### src/rtl/bus_match_pkg.sv
// Shared types and helpers for the read-side bus matcher.
// Assumes a long word of LANES lanes, each LANE_W bits wide, the top bit of a lane being its parity bit.
package bus_match_pkg;

    typedef enum logic [1:0] {
        SZ_LONG = 2'd0,
        SZ_HALF = 2'd1,
        SZ_BYTE = 2'd2,
        SZ_MAIL = 2'd3
    } size_t;

    // Number of reads minus one needed to drain a word at a given size.
    function automatic int parts_m1(input size_t sz, input int lanes);
        case (sz)
            SZ_HALF: parts_m1 = 1;
            SZ_BYTE: parts_m1 = lanes - 1;
            default: parts_m1 = 0;
        endcase
    endfunction

    // Lanes carried by one part at a given size.
    function automatic int piece_lanes(input size_t sz, input int lanes);
        case (sz)
            SZ_HALF: piece_lanes = lanes / 2;
            SZ_BYTE: piece_lanes = 1;
            default: piece_lanes = lanes;
        endcase
    endfunction

endpackage

### src/rtl/byte_swapper.sv
// Reorders whole lanes of a long word by a two-bit mode; the bits inside each lane keep their order.
// Assumes an even lane count. Mode 0 keeps the order, 1 reverses it, 2 swaps the halves, 3 swaps neighbours.
module byte_swapper #(
    parameter int LANES  = 4,
    parameter int LANE_W = 9,
    localparam int W     = LANES * LANE_W
) (
    input  logic [1:0]   mode,
    input  logic [W-1:0] din,
    output logic [W-1:0] dout
);

    for (genvar i = 0; i < LANES; i++) begin : g_lane
        localparam int SRC_REV  = LANES - 1 - i;
        localparam int SRC_HALF = (i + LANES / 2) % LANES;
        localparam int SRC_PAIR = i ^ 1;

        // Pick the source lane for output lane i.
        always_comb begin
            case (mode)
                2'd1:    dout[i*LANE_W +: LANE_W] = din[SRC_REV*LANE_W  +: LANE_W];
                2'd2:    dout[i*LANE_W +: LANE_W] = din[SRC_HALF*LANE_W +: LANE_W];
                2'd3:    dout[i*LANE_W +: LANE_W] = din[SRC_PAIR*LANE_W +: LANE_W];
                default: dout[i*LANE_W +: LANE_W] = din[i*LANE_W +: LANE_W];
            endcase
        end
    end

endmodule

### src/rtl/lane_parity.sv
// Optionally replaces the top bit of every lane by parity over the lane's lower bits.
// Assumes even parity makes the lane's total count of ones even; par_odd flips the generated bit.
module lane_parity #(
    parameter int LANES  = 4,
    parameter int LANE_W = 9,
    localparam int W     = LANES * LANE_W
) (
    input  logic         enable,
    input  logic         par_odd,
    input  logic [W-1:0] din,
    output logic [W-1:0] dout
);

    for (genvar i = 0; i < LANES; i++) begin : g_lane
        // Pass the payload bits and choose the top bit of lane i.
        always_comb begin
            dout[i*LANE_W +: LANE_W-1] = din[i*LANE_W +: LANE_W-1];
            dout[i*LANE_W + LANE_W-1]  = enable
                ? ((^din[i*LANE_W +: LANE_W-1]) ^ par_odd)
                : din[i*LANE_W + LANE_W-1];
        end
    end

endmodule

### src/rtl/lane_picker.sv
// Selects part number `part` of a long word at a given size and places it on the output lanes.
// Assumes part is below the part count for the size. Big-endian starts at the top and fills the top lanes.
// Little-endian starts at the bottom and fills the bottom lanes. Unused lanes are zero.
module lane_picker
    import bus_match_pkg::*;
#(
    parameter int LANES  = 4,
    parameter int LANE_W = 9,
    localparam int W     = LANES * LANE_W,
    localparam int CW    = $clog2(LANES)
) (
    input  size_t        size,
    input  logic         big_endian,
    input  logic [CW-1:0] part,
    input  logic [W-1:0] din,
    output logic [W-1:0] dout
);

    // Map every output lane to a source lane, or to zero.
    always_comb begin
        int pw;
        int np;
        int k;
        int src;
        pw   = piece_lanes(size, LANES);
        np   = LANES / pw;
        k    = int'(part);
        dout = '0;
        for (int i = 0; i < LANES; i++) begin
            src = -1;
            if (big_endian) begin
                if (i >= LANES - pw) src = (np - 1 - k) * pw + (i - (LANES - pw));
            end else begin
                if (i < pw) src = k * pw + i;
            end
            if (src >= 0 && src < LANES) dout[i*LANE_W +: LANE_W] = din[src*LANE_W +: LANE_W];
        end
    end

endmodule

### src/rtl/bus_match_reader.sv
// Read path of a long-word queue with byte reordering and size matching.
// Pops one long word at a time and delivers it whole, as halves or as bytes. Leftover parts
// stay in a holding register. The size and endian selects take effect one edge after sampling.
// Assumes the queue shows its head word combinationally and drops it on an edge with pop high.
module bus_match_reader
    import bus_match_pkg::*;
#(
    parameter int LANES  = 4,
    parameter int LANE_W = 9,
    localparam int W     = LANES * LANE_W,
    localparam int CW    = $clog2(LANES)
) (
    input  logic         clk,
    input  logic         rst_n,
    input  logic         rd_en,
    input  logic [1:0]   size_sel,
    input  logic         big_endian,
    input  logic [1:0]   swap_sel,
    input  logic         par_gen,
    input  logic         par_odd,
    input  logic [W-1:0] q_data,
    input  logic         q_valid,
    output logic         pop,
    output logic [W-1:0] dout,
    output logic         data_ready
);

    size_t         size_q;
    logic          be_q;
    size_t         held_size;
    logic [W-1:0]  held_word;
    logic [CW-1:0] remain;
    logic          mbox;
    logic          rd_act;
    logic          need_new;
    logic          drain;
    logic [W-1:0]  swapped;
    logic [W-1:0]  src_word;
    logic [W-1:0]  par_word;
    logic [W-1:0]  lane_out;
    logic [CW-1:0] part_idx;
    logic [CW-1:0] load_left;

    // Decode the strobe and decide between draining the holding register and popping.
    always_comb begin
        mbox     = (size_sel == SZ_MAIL);
        rd_act   = rd_en && !mbox;
        need_new = (remain == '0) || (held_size != size_q);
        pop      = rd_act && need_new && q_valid;
        drain    = rd_act && !need_new;
        load_left = CW'(parts_m1(size_q, LANES));
        part_idx = pop ? '0 : CW'(parts_m1(held_size, LANES) + 1 - int'(remain));
        src_word = pop ? swapped : held_word;
        data_ready = q_valid || ((remain != '0) && (held_size == size_q));
    end

    byte_swapper #(.LANES(LANES), .LANE_W(LANE_W)) i_swap (
        .mode (swap_sel),
        .din  (q_data),
        .dout (swapped)
    );

    lane_parity #(.LANES(LANES), .LANE_W(LANE_W)) i_par (
        .enable  (par_gen),
        .par_odd (par_odd),
        .din     (src_word),
        .dout    (par_word)
    );

    lane_picker #(.LANES(LANES), .LANE_W(LANE_W)) i_pick (
        .size       (size_q),
        .big_endian (be_q),
        .part       (part_idx),
        .din        (par_word),
        .dout       (lane_out)
    );

    // Register the size and endian selects; a mailbox code keeps the previous selection.
    always_ff @(posedge clk) begin
        if (!rst_n) begin
            size_q <= SZ_LONG;
            be_q   <= 1'b1;
        end else if (!mbox) begin
            size_q <= size_t'(size_sel);
            be_q   <= big_endian;
        end
    end

    // Hold the swapped word and count the parts still to be delivered.
    always_ff @(posedge clk) begin
        if (!rst_n) begin
            held_word <= '0;
            held_size <= SZ_LONG;
            remain    <= '0;
        end else if (pop) begin
            held_word <= swapped;
            held_size <= size_q;
            remain    <= load_left;
        end else if (drain) begin
            remain <= remain - 1'b1;
        end
    end

    // Output register, loaded on every read that delivers a part.
    always_ff @(posedge clk) begin
        if (!rst_n) dout <= '0;
        else if (pop || drain) dout <= lane_out;
    end

    AST_POP_NEEDS_DATA: assert property (@(posedge clk) disable iff (!rst_n)
        pop |-> q_valid && rd_en);
    AST_MAIL_NO_POP: assert property (@(posedge clk) disable iff (!rst_n)
        (rd_en && size_sel == 2'd3) |-> !pop);
    AST_MAIL_KEEPS_DOUT: assert property (@(posedge clk) disable iff (!rst_n)
        (rd_en && size_sel == 2'd3) |=> $stable(dout));
    AST_IDLE_KEEPS_DOUT: assert property (@(posedge clk) disable iff (!rst_n)
        !rd_en |=> $stable(dout) && $stable(remain));
    AST_LOAD_USES_REG_SIZE: assert property (@(posedge clk) disable iff (!rst_n)
        pop |=> held_size == $past(size_q));
    AST_HALF_BOUND: assert property (@(posedge clk) disable iff (!rst_n)
        (held_size == SZ_HALF) |-> remain <= 1);
    AST_LONG_NO_LEFT: assert property (@(posedge clk) disable iff (!rst_n)
        (held_size == SZ_LONG) |-> remain == '0);
    AST_STALE_FORCES_POP: assert property (@(posedge clk) disable iff (!rst_n)
        (rd_en && size_sel != 2'd3 && q_valid && held_size != size_q) |-> pop);
    AST_READY_WHEN_LEFT: assert property (@(posedge clk) disable iff (!rst_n)
        (remain != '0 && held_size == size_q) |-> data_ready);

endmodule

### config.mk
export PLATFORM = sky130hd
export DESIGN_NAME = bus_match_reader
export DESIGN_NICKNAME = d
export VERILOG_FILES = /design/src/rtl/bus_match_pkg.sv /design/src/rtl/byte_swapper.sv /design/src/rtl/lane_parity.sv /design/src/rtl/lane_picker.sv /design/src/rtl/bus_match_reader.sv
export SDC_FILE = /design/constraint.sdc
export NUM_CORES = 1
export LEC_CHECK = 0
export BUFFER_PORTS_ARGS = -buffer_cell sky130_fd_sc_hd__buf_4
export CELL_PAD_IN_SITES_DETAIL_PLACEMENT = 0
export CELL_PAD_IN_SITES_GLOBAL_PLACEMENT = 1
export CORE_MARGIN = 2
export CORE_UTILIZATION = 40
export DETAILED_ROUTE_END_ITERATION = 12
export PLACE_DENSITY = 0.76
export SLEW_MARGIN = 0
export SYNTH_ARGS = -nofsm -noshare
export SYNTH_HDL_FRONTEND = slang
export SYNTH_SLANG_ARGS = --single-unit
### constraint.sdc
create_clock -name clk -period 10.78 [get_ports clk]
set_clock_uncertainty 0.15 [all_clocks]
set_input_delay 2.156 -clock clk [delete_from_list [all_inputs] [get_ports clk]]
set_output_delay 2.156 -clock clk [all_outputs]
set_load 0.005 [all_outputs]
==> results.json <==
{
  "outcome": "finished clean",
  "final_common_cell": "buf_4",
  "clock_latency_ps": 380,
  "ys_async_sr_fraction_pct": 0,
  "io_buffers": 84,
  "cts_tree": "yes",
  "period_minus_slack_ps": 10530,
  "path_delay_family": "compound AO/OA/AOI/OAI gates",
  "dp_cells": 4161,
  "ys_seq_area_share_pct": 7.25,
  "synth-seq-cells": 79,
  "whs_ps": 310,
  "final_nets": 3770,
  "layout_setup_ws_ps": 248,
  "slew-limit-headroom_pct": 28.4,
  "synth_ff_type": "dfxtp_1",
  "yosys_warnings": 0,
  "route.detailed.drc": 0,
  "h-tree-depth": 3,
  "detail-route-antenna-nets": 0,
  "final_cell_mix": "449 x buf_4, 393 x nand2_1, 291 x nor2_1",
  "max_stage_delay_ps": 540,
  "die_area_um2": 56500,
  "irDropWorstVdd_uv": 264,
  "syn2layout_area_growth_pct": 20.5,
  "end_kind": "flip-flop",
  "start_util_pct": 40.5,
  "fin_crit_sh_pct": 97.7,
  "grt_pass1_wl_um": 143000,
  "boundaryPins": 85,
  "design_area_um2": 26300,
  "coreArea_um2": 53900,
  "grt_pass1_vias": 24400,
  "place_area_um2": 25600,
  "cts_hold_buf": 0,
  "place_congestion": 0.962,
  "die_w_um": 238,
  "clock-sinks": 79,
  "vias": 24900,
  "clock-root-buffer": "clkbuf_16",
  "synth_area_per_cell_um2": 6.91,
  "path_max_fanout": 4,
  "clk_pin_slew_ps": 70,
  "slew_viol_final": 0,
  "drt-pass1-iter-count": 6,
  "worstMarginPinSlew_ps": 1040,
  "powerDensity_nw_per_um2": 365,
  "ys_types": 89,
  "syn_area_um2": 21800,
  "overflow": 0,
  "drive_gt1_share_pct": 18.4,
  "cts_buffers": 9,
  "vias_per_cell": 5.96,
  "worstPathRequired_ps": 10940,
  "hold_class": "reg -> reg",
  "fin_tns_setup_ps": 0,
  "layout.cells.non_filler": 4186,
  "avgRoutedWirePerCell_um": 22.5,
  "totalWireLength_um": 94200,
  "crit_arrival_ps": 10690,
  "finalHoldViolCount": 0,
  "fmaxAchievable_mhz": 95.0,
  "synth_edf_count": 0,
  "final_util_pct": 48.8,
  "grt_max_degree": 58,
  "num_rows": 85,
  "grt_antenna_before_repair": 2,
  "slowest_stage": "fa_1",
  "cp-start-kind": "primary input",
  "p_total_mw": 9.60,
  "cts_buffer_depth": 2,
  "drtIter0Drc": 1758,
  "dp_hpwl_um": 75200,
  "grtUsageTotal_pct": 32.6,
  "crit_buf_inv": 12,
  "finalSetupViolations": 0,
  "p_leak_nw": 11.6,
  "pre_cts_ws_ps": -562,
  "crit_type": "in -> reg",
  "dieHeight_um": 238,
  "cpMostUsedCell": "buf_4",
  "drv_cap": 0,
  "synthesis.instances": 3161
}
cells in the mapped netlist (36+ instances only):
library cell / instances / area share [%]
nand2_1: 394 / 6.8
a31oi_1: 60 / 1.7
xor2_1: 70 / 2.8
ha_1: 171 / 9.8
fa_1: 68 / 6.2
inv_1: 237 / 4.1
a21o_1: 36 / 1.2
xnor2_1: 110 / 4.4
nor2_1: 297 / 5.1
o21ai_0: 246 / 5.6
a211oi_1: 58 / 2.0
a21oi_1: 230 / 5.3
nor3_1: 68 / 1.6
nand3_1: 79 / 1.8
dfxtp_1: 79 / 7.2
mux2i_1: 120 / 5.5
clkbuf_1: 165 / 2.8
o211ai_1: 53 / 1.8
nor2b_1: 44 / 1.3
power breakdown:
part,total [mW],internal [mW],switching [mW]
combinational,8.96,3.38,5.58
clock,0.334,0.188,0.146
sequential,0.309,0.301,0.00745
total,9.60,3.87,5.74
state kept, by name, summed over array words and instances (netlist names):
register and cells:
dout 36, held_word 36, held_size 2, remain 2
size_q 2, be_q 1
path summary, 6_finish.rpt:
path                                     from       endpoint  slack, ps  cells past startpoint
worst min-delay path            held_word[17]  held_word[17]        310                      2
worst max register to register      size_q[0]       dout[30]       1220                     42
worst min register to register  held_word[17]  held_word[17]        310                      2
worst max-delay path              size_sel[1]       dout[30]        250                     43
kinds of logic (layout without fill, tap and decap cells):
family | count (synthesis) | count (layout) | share of synthesized area [%]
adders and majority gates | 239 | 239 | 16.0
other | 2 | 59 | 0.0344
and+or+nand+nor | 1092 | 1092 | 23.0
DFF | 79 | 79 | 7.25
AOI/OAI and AO/OA | 937 | 937 | 27.4
muxes | 178 | 178 | 10.3
buffers and inverters | 446 | 718 | 7.91
xor gates and xnor gates | 188 | 188 | 8.07
layer usage:
metal / track usage [%] / share of wire, % / wire, um
met2: 58.4 / 49 / 46100
met4: 17.6 / 5.8 / 5510
met1: 38.2 / 40 / 38000
met3: 3.23 / 4.8 / 4540
met5: 0 / 0.014 / 13
timing repair:
action,4_1_cts,5_1_grt
gates resized for setup,7,78
buffers inserted,2,6
endpoints found under the setup margin,15,34
pin swaps,4,14
tightest hold or removal path, stage by stage, from the launching register on:
cell and delay, ps:
dfxtp_1 300, nand2_1 60, a21oi_1 50
cell type report:
class                           instances  area (um^2)
Antenna cell                            1         2.50
Clock buffer                           11          243
Clock inverter                          5         63.8
Fill cell                            5607        27600
Inverter                              249          935
Multi-Input combinational cell       2692        19200
Sequential cell                        79         1580
Tap cell                              696          871
Timing Repair Buffer                  453         3430
No activity file was read; power rests on OpenSTA's default activity.
